`src/rtl/fault_ctl_pkg.sv`:
```
package fault_ctl_pkg;
  localparam int unsigned HALF_W  = 32;
  localparam int unsigned CAUSE_W = 8;
  localparam int unsigned NOTE_W  = 8;
  localparam int unsigned LOW_W   = 8;
  localparam int unsigned SPARE_W = HALF_W - LOW_W - CAUSE_W - NOTE_W;

  localparam logic [1:0] MODE_USER = 2'b00;
  localparam logic [1:0] MODE_SUP  = 2'b10;

  typedef struct packed {
    logic [SPARE_W-1:0] spare;
    logic [NOTE_W-1:0]  note;
    logic [CAUSE_W-1:0] cause;
    logic [4:0]         zero;
    logic               irq_dis;
    logic [1:0]         mode;
  } ctl_word_t;
endpackage

```
`src/rtl/fault_ctl_word.sv`:
```
module fault_ctl_word #(
  parameter int unsigned HALF_W = 32
) (
  input  logic              clk,
  input  logic              rst_n,
  input  logic              enter_i,
  input  logic              leave_i,
  input  logic [HALF_W-1:0] entry_lo_i,
  output logic [HALF_W-1:0] lo_o,
  output logic [HALF_W-1:0] hi_o
);
  localparam int unsigned FULL_W = 2 * HALF_W;

  logic [FULL_W-1:0] word_q, word_d;
  logic              word_en;

  always_comb begin
    word_en = enter_i | leave_i;
    word_d  = word_q;
    if (enter_i) begin
      word_d = {word_q[HALF_W-1:0], entry_lo_i};
    end else if (leave_i) begin
      word_d = {{HALF_W{1'b0}}, word_q[FULL_W-1:HALF_W]};
    end
  end

  always_ff @(posedge clk or negedge rst_n) begin
    if (!rst_n) begin
      word_q <= '0;
    end else if (word_en) begin
      word_q <= word_d;
    end
  end

  assign lo_o = word_q[HALF_W-1:0];
  assign hi_o = word_q[FULL_W-1:HALF_W];
endmodule

```
`src/rtl/fault_ret_addr.sv`:
```
module fault_ret_addr #(
  parameter int unsigned ADDR_W = 32
) (
  input  logic              clk,
  input  logic              rst_n,
  input  logic              cap_i,
  input  logic [ADDR_W-1:0] cap_val_i,
  input  logic              sup_i,
  input  logic              wr_i,
  input  logic              rd_i,
  input  logic [ADDR_W-1:0] wdata_i,
  output logic [ADDR_W-1:0] rdata_o,
  output logic [ADDR_W-1:0] q_o,
  output logic              deny_o
);
  logic [ADDR_W-1:0] ra_q, ra_d;
  logic              ra_en;

  always_comb begin
    ra_en   = cap_i | (wr_i & sup_i);
    ra_d    = cap_i ? cap_val_i : wdata_i;
    deny_o  = (wr_i | rd_i) & ~sup_i;
    rdata_o = (rd_i & sup_i) ? ra_q : '0;
  end

  always_ff @(posedge clk or negedge rst_n) begin
    if (!rst_n) begin
      ra_q <= '0;
    end else if (ra_en) begin
      ra_q <= ra_d;
    end
  end

  assign q_o = ra_q;
endmodule

```
`src/rtl/fault_ctl.sv`:
```
module fault_ctl
  import fault_ctl_pkg::*;
(
  input  logic               clk,
  input  logic               rst_n,
  input  logic               flt_req_i,
  input  logic [CAUSE_W-1:0] flt_cause_i,
  input  logic               flt_after_i,
  input  logic               flt_user_i,
  input  logic [NOTE_W-1:0]  flt_note_i,
  input  logic [HALF_W-1:0]  pc_i,
  input  logic               ret_req_i,
  input  logic               ra_wr_i,
  input  logic               ra_rd_i,
  input  logic [HALF_W-1:0]  ra_wdata_i,
  output logic [HALF_W-1:0]  ra_rdata_o,
  output logic [HALF_W-1:0]  ctl_o,
  output logic [1:0]         mode_o,
  output logic               irq_dis_o,
  output logic               pc_redir_o,
  output logic [HALF_W-1:0]  pc_tgt_o,
  output logic               priv_flt_o,
  output logic               align_flt_o
);
  localparam int unsigned STEP = 4;

  logic [1:0]        rst_pipe_q;
  logic              rst_sync_n;
  ctl_word_t         live_w, entry_w;
  logic [HALF_W-1:0] ctl_lo, ctl_hi, ra_q, cap_val;
  logic              sup, leave, misalign, deny;
  logic              redir_d, redir_q, priv_q, align_q;
  logic [HALF_W-1:0] tgt_d, tgt_q;

  // reset: asserted asynchronously, released on a clock edge
  always_ff @(posedge clk or negedge rst_n) begin
    if (!rst_n) rst_pipe_q <= 2'b00;
    else        rst_pipe_q <= {rst_pipe_q[0], 1'b1};
  end
  assign rst_sync_n = rst_pipe_q[1];

  always_comb begin
    live_w           = ctl_word_t'(ctl_lo);
    sup              = (live_w.mode == MODE_SUP);
    entry_w          = '0;
    entry_w.mode     = MODE_SUP;
    entry_w.irq_dis  = 1'b1;
    entry_w.cause    = flt_cause_i;
    entry_w.note     = flt_user_i ? flt_note_i : '0;
    cap_val          = pc_i + (flt_after_i ? HALF_W'(STEP) : '0);
    leave            = ret_req_i & ~flt_req_i & (ra_q[1:0] == 2'b00);
    misalign         = ret_req_i & ~flt_req_i & (ra_q[1:0] != 2'b00);
    redir_d          = flt_req_i | leave;
    tgt_d            = flt_req_i ? '0 : ra_q;
  end

  fault_ctl_word #(.HALF_W(HALF_W)) i_word (
    .clk        (clk),
    .rst_n      (rst_sync_n),
    .enter_i    (flt_req_i),
    .leave_i    (leave),
    .entry_lo_i (entry_w),
    .lo_o       (ctl_lo),
    .hi_o       (ctl_hi)
  );

  fault_ret_addr #(.ADDR_W(HALF_W)) i_ra (
    .clk       (clk),
    .rst_n     (rst_sync_n),
    .cap_i     (flt_req_i),
    .cap_val_i (cap_val),
    .sup_i     (sup),
    .wr_i      (ra_wr_i),
    .rd_i      (ra_rd_i),
    .wdata_i   (ra_wdata_i),
    .rdata_o   (ra_rdata_o),
    .q_o       (ra_q),
    .deny_o    (deny)
  );

  always_ff @(posedge clk or negedge rst_sync_n) begin
    if (!rst_sync_n) begin
      redir_q <= 1'b0;
      priv_q  <= 1'b0;
      align_q <= 1'b0;
    end else begin
      redir_q <= redir_d;
      priv_q  <= deny;
      align_q <= misalign;
    end
  end

  always_ff @(posedge clk or negedge rst_sync_n) begin
    if (!rst_sync_n) begin
      tgt_q <= '0;
    end else if (redir_d) begin
      tgt_q <= tgt_d;
    end
  end

  assign ctl_o       = ctl_lo;
  assign mode_o      = live_w.mode;
  assign irq_dis_o   = live_w.irq_dis;
  assign pc_redir_o  = redir_q;
  assign pc_tgt_o    = tgt_q;
  assign priv_flt_o  = priv_q;
  assign align_flt_o = align_q;
endmodule

```
`config.mk`:
```
export PLATFORM = sky130hd
export DESIGN_NAME = fault_ctl
export DESIGN_NICKNAME = d
export VERILOG_FILES = /design/src/rtl/fault_ctl_pkg.sv /design/src/rtl/fault_ctl_word.sv /design/src/rtl/fault_ret_addr.sv /design/src/rtl/fault_ctl.sv
export SDC_FILE = /design/constraint.sdc
export NUM_CORES = 1
export LEC_CHECK = 0
export BUFFER_PORTS_ARGS = -buffer_cell sky130_fd_sc_hd__buf_2
export CAP_MARGIN = 20
export CORE_MARGIN = 10
export CORE_UTILIZATION = 47
export DETAILED_ROUTE_END_ITERATION = 16
export HOLD_SLACK_MARGIN = 0.1
export PLACE_DENSITY_LB_ADDON = 0.12
export REMOVE_ABC_BUFFERS = 1
export SETUP_SLACK_MARGIN = 0.5
export SLEW_MARGIN = 20
export SYNTH_ARGS = -nofsm -noshare
export SYNTH_HDL_FRONTEND = slang
export SYNTH_SLANG_ARGS = --single-unit
export TNS_END_PERCENT = 100
```
`constraint.sdc`:
```
create_clock -name clk -period 4.1 [get_ports clk]
set_clock_uncertainty 0.05 [all_clocks]
set_input_delay 1.23 -clock clk [delete_from_list [all_inputs] [get_ports clk]]
set_output_delay 1.23 -clock clk [all_outputs]
set_load 0.005 [all_outputs]
```
==> metrics.json, run 1 <==
{
  "cts": {
    "cts_max_level": 4,
    "cts.sink_count": 133,
    "clock_pin_slew_on_the_worst_setup_and_hold_paths_ns": 0.06,
    "clock_tree.root_cell": "clkbuf_16",
    "tritoncts_clock_tree": "done",
    "post_cts_resized": 0,
    "clock_buffer_count_from_cts": 17,
    "holdBufCountCts": 0,
    "clock_insertion_delay_worst_skew_ns": 0.42,
    "cts.path.max_buffers": 2,
    "cts.repair_timing.setup_buffer_count": 0
  },
  "drt": {
    "dr_wl_met3_um": 1560,
    "routed.top_layer": "met5",
    "antenna_left": 0,
    "m1WireLength_um": 7500,
    "post_drt_wl_per_cell_um": 16.7,
    "met2_wirelength_um": 8380,
    "detailedRoute.firstPassIterationCount": 4,
    "via_per_inst": 5.21,
    "via_count": 5547,
    "totalWireLength_um": 17800,
    "drt-initial-drc-count": 325,
    "remaining_drc_errors": 0
  },
  "synth": {
    "netlist-cell-type-count": 41,
    "count_of_flip_flops_with_a_built_in_enable_after_synthesis": 0,
    "post_synth_top_area_cell": "dfrtp_1",
    "synthDominantCellAreaShare": 0.509,
    "synth-compound-area-share": 0.119,
    "synth_sequential_area_ratio": 0.509,
    "synth_area_per_cell_um2": 9.27,
    "synth_cells": 705,
    "synth.yosys.warnings": 0,
    "dominantRegCellSynth": "dfrtp_1",
    "synth_xor_xnor_area_share": 0.0174,
    "synthSimpleGateAreaFrac": 0.239,
    "cell_types_occupying_the_most_area_after_synthesis": "dfrtp_1, nand2_1, o21ai_0, nand2b_1, and2_1",
    "ys_async_sr_fraction": 1.00,
    "number_of_register_bits_inferred_by_synthesis": 133,
    "synthesis.area_mm2": 0.00654,
    "yosys.cell_count.top_type": "nand2_1",
    "synth.mux.area_fraction": 0.0693,
    "dominant_combinational_cell_family_by_area_after_synthesis": "simple AND/OR/NAND/NOR gates",
    "synthAdderAreaFrac": 0.00574,
    "top_cell_types_by_occurrence_after_synthesis": "nand2_1, dfrtp_1, o21ai_0"
  },
  "floorplanning": {
    "placement_rows": 43,
    "die_area_mm2": 0.0190,
    "initial_core_util": 0.475,
    "dieWidth_um": 138,
    "core_mm2": 0.0138,
    "fp.dieH_um": 138,
    "io_pins": 190
  },
  "timing": {
    "timing_max_transition_violations_final": 0,
    "hold_violations": 0,
    "fin_crit_ns": 3.40,
    "maxSlewHeadroom": 0.441,
    "final_min_period_over_clock_period": 0.829,
    "clock.fmax_ghz": 0.294,
    "grt_setup_unrepaired": "false",
    "finalSetupTns_ns": 0,
    "finalSetupViolations": 0,
    "worstMarginPinSlew_ns": 0.838
  },
  "finish": {
    "post_route_cells_drive_above_1_share": 0.285,
    "n_fill_cell": 1209,
    "synthToLayoutAreaGrowth_pct": 25.3,
    "nNetsFinal": 960
  },
  "setup_path": {
    "critical_path_required_ns": 2.82,
    "critical_path.top_delay_family": "buffers and inverters",
    "startpoint_kind_of_the_worst_setup_timing_path": "primary input",
    "crit_top_cell": "buf_2",
    "r2r-start": "i_ra.q_o[1]$_DFFE_PN0P_",
    "setup.worst_path.end_class": "output pin",
    "crit_type": "in -> out",
    "worstPathArrival_ns": 2.12,
    "worst_path_max_delay_cell": "buf_4",
    "worst_r2r_path_depth": 5,
    "setup.worst_path.end": "ra_rdata_o[11]",
    "crit_cells": 5,
    "critical_path.startpoint": "ra_rd_i",
    "worst-path-max-fanout": 32,
    "r2r-end": "i_word.word_q[10]$_DFFE_PN0P_",
    "worst_path_largest_cell_delay_ns": 0.29,
    "cp.buffers_inverters": 3,
    "series_of_cell_instances_along_the_critical_path": "buf_2 > and3_1 > buf_4 > and2_1 > buf_2",
    "reg_to_reg_slack_setup_ns": 2.11
  },
  "global_routing": {
    "grt_first_pass_wirelength_um": 28400,
    "initial_antenna_violation_count": 5,
    "overflow": 0,
    "global_route.usage.total": 0.189,
    "grt_start_max_net_pins": 93,
    "grt_pass1_vias": 5610
  },
  "power": {
    "power.leakage_nw": 3.83,
    "worst_ir_drop_vdd_mv": 0.279,
    "power_density_mw_per_mm2": 431,
    "post-layout-total-power_mw": 3.54
  },
  "placement": {
    "place.gp.congestion": 0.846,
    "io_buffers": 189,
    "place.detailed.hpwl_um": 12400
  },
  "hold_path": {
    "hp-class": "reg -> reg"
  },
  "status": {
    "outcome": "finished clean"
  },
  "run": {
    "max_capacitance_violation_count": 0
  }
}
## metal layers
metal | vias up | GRT usage
met4 | 2 | 0.0684
met5 | - | 0
li1 | 2735 | -
met1 | 2641 | 0.224
met2 | 144 | 0.301
met3 | 25 | 0.0797
## how the worst min path moves through the flow
stage	startpoint	cells after the start	slack, ns	to
final	rst_pipe_q[0]$_DFF_PN0_	0	0.30	rst_pipe_q[1]$_DFF_PN0_
after global routing	rst_pipe_q[0]$_DFF_PN0_	0	0.32	rst_pipe_q[1]$_DFF_PN0_
after global placement	rst_pipe_q[0]$_DFF_PN0_	0	0.29	rst_pipe_q[1]$_DFF_PN0_
after detailed placement	rst_pipe_q[0]$_DFF_PN0_	0	0.29	rst_pipe_q[1]$_DFF_PN0_
after CTS	rst_pipe_q[0]$_DFF_PN0_	0	0.30	rst_pipe_q[1]$_DFF_PN0_
after floorplan	rst_pipe_q[0]$_DFF_PN0_	0	0.28	rst_pipe_q[1]$_DFF_PN0_
## cell type report
type	instances	area [µm²]	share of cell area
Sequential cell	133	3330	0.407
Multi-Input combinational cell	514	2950	0.360
Timing Repair Buffer	198	1030	0.126
Clock buffer	24	512	0.0625
Tap cell	180	225	0.0275
Clock inverter	8	119	0.0145
Inverter	5	18.8	0.00229
Antenna cell	3	7.51	0.000916
## sequential cells by signal (all words and copies together), names as in the netlist
register and cells:
priv_flt_o 1, i_ra.q_o 32, align_flt_o 1, pc_redir_o 1
i_word.word_q 64, rst_pipe_q 2, pc_tgt_o 32
## worst reg2reg max path, cell delays in order (launching register included)
cell and delay [ns]:
dfrtp_1 0.42, nor4b_2 0.42, buf_12 0.32, nor2_1 0.41, nand2_1 0.17, nand2_1 0.08
## where the power goes
group | internal [mW] | total, mW | switching, mW | leakage [nW]
Clock | 1.05 | 1.60 | 0.552 | 0.316
Sequential | 1.41 | 1.49 | 0.0799 | 1.70
Combinational | 0.206 | 0.439 | 0.233 | 1.81
Total | 2.67 | 3.54 | 0.865 | 3.83
## cell families after synthesis
logic type,count (synthesis)
buffers and inverters,58
flip-flops,133
XOR/XNOR,13
other,1
AND/OR/NAND/NOR,315
AO/OA/AOI/OAI,140
multiplexers,42
adder cells (fa/ha/maj),3
## placed cells by master, fill, tap and decap left out, types with 12 or more instances in the layout
| cell | Yosys | routed |
|---|---|---|
| a21oi_1 | 12 | 12 |
| a31oi_1 | 15 | 15 |
| and2_1 | 36 | 36 |
| buf_2 | 5 | 188 |
| clkbuf_16 | 0 | 17 |
| dfrtp_1 | 133 | 132 |
| mux2_2 | 16 | 16 |
| mux2i_1 | 16 | 16 |
| nand2_1 | 144 | 144 |
| nand2b_1 | 43 | 43 |
| nor2_1 | 34 | 34 |
| o21ai_0 | 63 | 63 |
| o21ai_1 | 27 | 27 |
| o31ai_1 | 15 | 15 |
| or4_1 | 14 | 14 |
## stage by stage
stage	hold slack, ns	area, µm²	instances	util	worst slack [ns]
6_report	0.297	8190	1065	0.595	0.701
5_1_grt	0.318	8190	1064	0.595	0.655
4_1_cts	0.303	8190	1062	0.594	0.701
3_5_place_dp	0.293	7560	1030	0.549	0.706
3_3_place_gp	0.287	7560	1030	0.549	0.723
2_1_floorplan	0.281	6290	652	-	-7.43
(Power assumes the default switching activity.)
==> run 2: changes to the inputs <==
--- a/config.mk
+++ b/config.mk
@@ -8,7 +8,7 @@
 export BUFFER_PORTS_ARGS = -buffer_cell sky130_fd_sc_hd__buf_2
 export CAP_MARGIN = 20
 export CORE_MARGIN = 10
-export CORE_UTILIZATION = 47
+export CORE_UTILIZATION = 50
 export DETAILED_ROUTE_END_ITERATION = 16
 export HOLD_SLACK_MARGIN = 0.1
 export PLACE_DENSITY_LB_ADDON = 0.12
==> constraint.sdc (replaced) <==
create_clock -name clk -period 3.6 [get_ports clk]
set_clock_uncertainty 0.05 [all_clocks]
set_input_delay 1.08 -clock clk [delete_from_list [all_inputs] [get_ports clk]]
set_output_delay 1.08 -clock clk [all_outputs]
set_load 0.005 [all_outputs]
==> run 2 against run 1 <==
Net effect:
- wire length down 1.9%
- first-iteration DRC count up 33%
- combinational power up 15%
- sequential power up 14%
- core utilization up 5.0 points
- flip-flop and latch count unchanged
- global-route usage up 0.64 points
- via count down 0.14%
- sequential share of layout area about the same
- worst setup slack worse by 0.13 ns
- worst hold slack better by 0.0090 ns
- cell count down 1.1%
- largest cell class unchanged
==> metrics.json, run 2 (synthesis results as in run 1) <==
{
  "power": {
    "power_density_mw_per_mm2": 493,
    "power.leakage_nw": 3.82,
    "worst_ir_drop_vdd_mv": 0.228
  },
  "timing": {
    "final_min_period_over_clock_period": 0.840,
    "finalSetupViolations": 0,
    "hold_violations": 0,
    "finalSetupTns_ns": 0,
    "grt_setup_unrepaired": "false",
    "final_layout_worst_hold_slack_ns": 0.305,
    "worstMarginPinSlew_ns": 0.766,
    "final.setup.worst_slack_ns": 0.575,
    "maxSlewHeadroom": 0.489,
    "clock.fmax_ghz": 0.331,
    "timing_max_transition_violations_final": 0,
    "fin_crit_ns": 3.02
  },
  "finish": {
    "post-route-cell-area_mm2": 0.00820,
    "final_cell_mix": "buf_2, nand2_1, dfrtp_1, o21ai_0, nand2b_1",
    "n_fill_cell": 1086,
    "final-seq-area_mm2": 0.00333,
    "top_register": "i_word.word_q",
    "synthToLayoutAreaGrowth_pct": 25.5,
    "multi_input_comb_area_mm2": 0.00295,
    "largest_register_ffs": 64,
    "nNetsFinal": 959,
    "n_antenna_cell": 0,
    "layout.core_utilization": 0.645,
    "final_common_cell": "buf_2",
    "post_route_cells_drive_above_1_share": 0.284
  },
  "floorplanning": {
    "placement_rows": 41,
    "fp.dieH_um": 134,
    "core_mm2": 0.0127,
    "io_pins": 190,
    "dieWidth_um": 134,
    "die_area_mm2": 0.0180,
    "initial_core_util": 0.514
  },
  "drt": {
    "detailedRoute.firstPassIterationCount": 4,
    "drt-initial-drc-count": 433,
    "totalWireLength_um": 17400,
    "via_per_inst": 5.26,
    "post_drt_wl_per_cell_um": 16.5,
    "via_count": 5539,
    "antenna_left": 0,
    "remaining_drc_errors": 0
  },
  "cts": {
    "tritoncts_clock_tree": "done",
    "clock_tree.root_cell": "clkbuf_16",
    "post_cts_resized": 0,
    "cts_max_level": 4,
    "cts.sink_count": 133,
    "cts.path.max_buffers": 2,
    "clock_pin_slew_on_the_worst_setup_and_hold_paths_ns": 0.05,
    "holdBufCountCts": 0,
    "cts.repair_timing.setup_buffer_count": 0,
    "clock_insertion_delay_worst_skew_ns": 0.41,
    "clock_buffer_count_from_cts": 17
  },
  "setup_path": {
    "crit_type": "in -> out",
    "setup.worst_path.end_class": "output pin",
    "startpoint_kind_of_the_worst_setup_timing_path": "primary input",
    "r2r-start": "i_ra.q_o[1]$_DFFE_PN0P_",
    "critical_path_required_ns": 2.47,
    "worstPathArrival_ns": 1.89,
    "worst_r2r_path_depth": 4,
    "worst-path-max-fanout": 32,
    "r2r-end": "pc_tgt_o[1]$_DFFE_PN0P_",
    "reg_to_reg_slack_setup_ns": 1.73
  },
  "global_routing": {
    "grt_pass1_vias": 5660,
    "global_route.usage.total": 0.195,
    "overflow": 0,
    "grt_start_max_net_pins": 194,
    "initial_antenna_violation_count": 1,
    "grt_first_pass_wirelength_um": 28700
  },
  "placement": {
    "io_buffers": 189,
    "place.detailed.hpwl_um": 12000,
    "place.gp.congestion": 0.759,
    "pre_cts_slack_ns": 0.505,
    "detailed_place.area_mm2": 0.00756
  },
  "hold_path": {
    "holdCritStartpoint": "rst_pipe_q[0]$_DFF_PN0_",
    "hp-class": "reg -> reg",
    "hold_depth": 0,
    "hold_path_end": "rst_pipe_q[1]$_DFF_PN0_"
  },
  "status": {
    "outcome": "finished clean"
  },
  "run": {
    "max_capacitance_violation_count": 0
  }
}
-- run 2: worst max-delay path, cell delays in order --
cell,delay [ns]
buf_2,0.08
and3_1,0.18
buf_8,0.21
and2_1,0.20
buf_2,0.13
-- run 2: routing by layer --
layer,wire length [µm],vias up,global-route usage
met3,1330,17,0.0799
met2,8590,158,0.317
met4,176,2,0.0520
li1,-,2726,-
met1,7320,2636,0.235
met5,13,-,0
-- run 2: worst max path at each step --
stage           startpoint                  endpoint  slack, ns  cells after the start
2_1_floorplan    flt_req_i   pc_tgt_o[0]$_DFFE_PN0P_      -7.78                      3
3_3_place_gp       ra_rd_i            ra_rdata_o[11]       0.53                      5
3_5_place_dp   flt_after_i  i_ra.q_o[26]$_DFFE_PN0P_       0.50                      7
4_1_cts            ra_rd_i            ra_rdata_o[11]       0.50                      5
5_1_grt            ra_rd_i            ra_rdata_o[11]       0.52                      5
6_report           ra_rd_i            ra_rdata_o[11]       0.58                      5
-- run 2: stage by stage --
| stage | power (mW) | instances |
|---|---|---|
| floorplan | 1.97 | 652 |
| global placement | 2.22 | 1021 |
| detailed placement | 2.24 | 1021 |
| CTS | 4.08 | 1053 |
| global route | 4.23 | 1053 |
| finish | 4.05 | 1053 |
-- run 2: cell type report --
cell class,instances,area share
well taps,172,0.0262
flip-flops and latches,133,0.406
clock buffers,20,0.0557
repair buffers,197,0.128
clock inverters,12,0.0215
inverters,5,0.00229
multi-input cells,514,0.360
-- run 2: report_power, final --
part           switching [mW]  internal, mW  total, mW
logic                   0.268         0.238      0.506
clock network           0.644          1.20       1.84
registers              0.0901          1.61       1.70
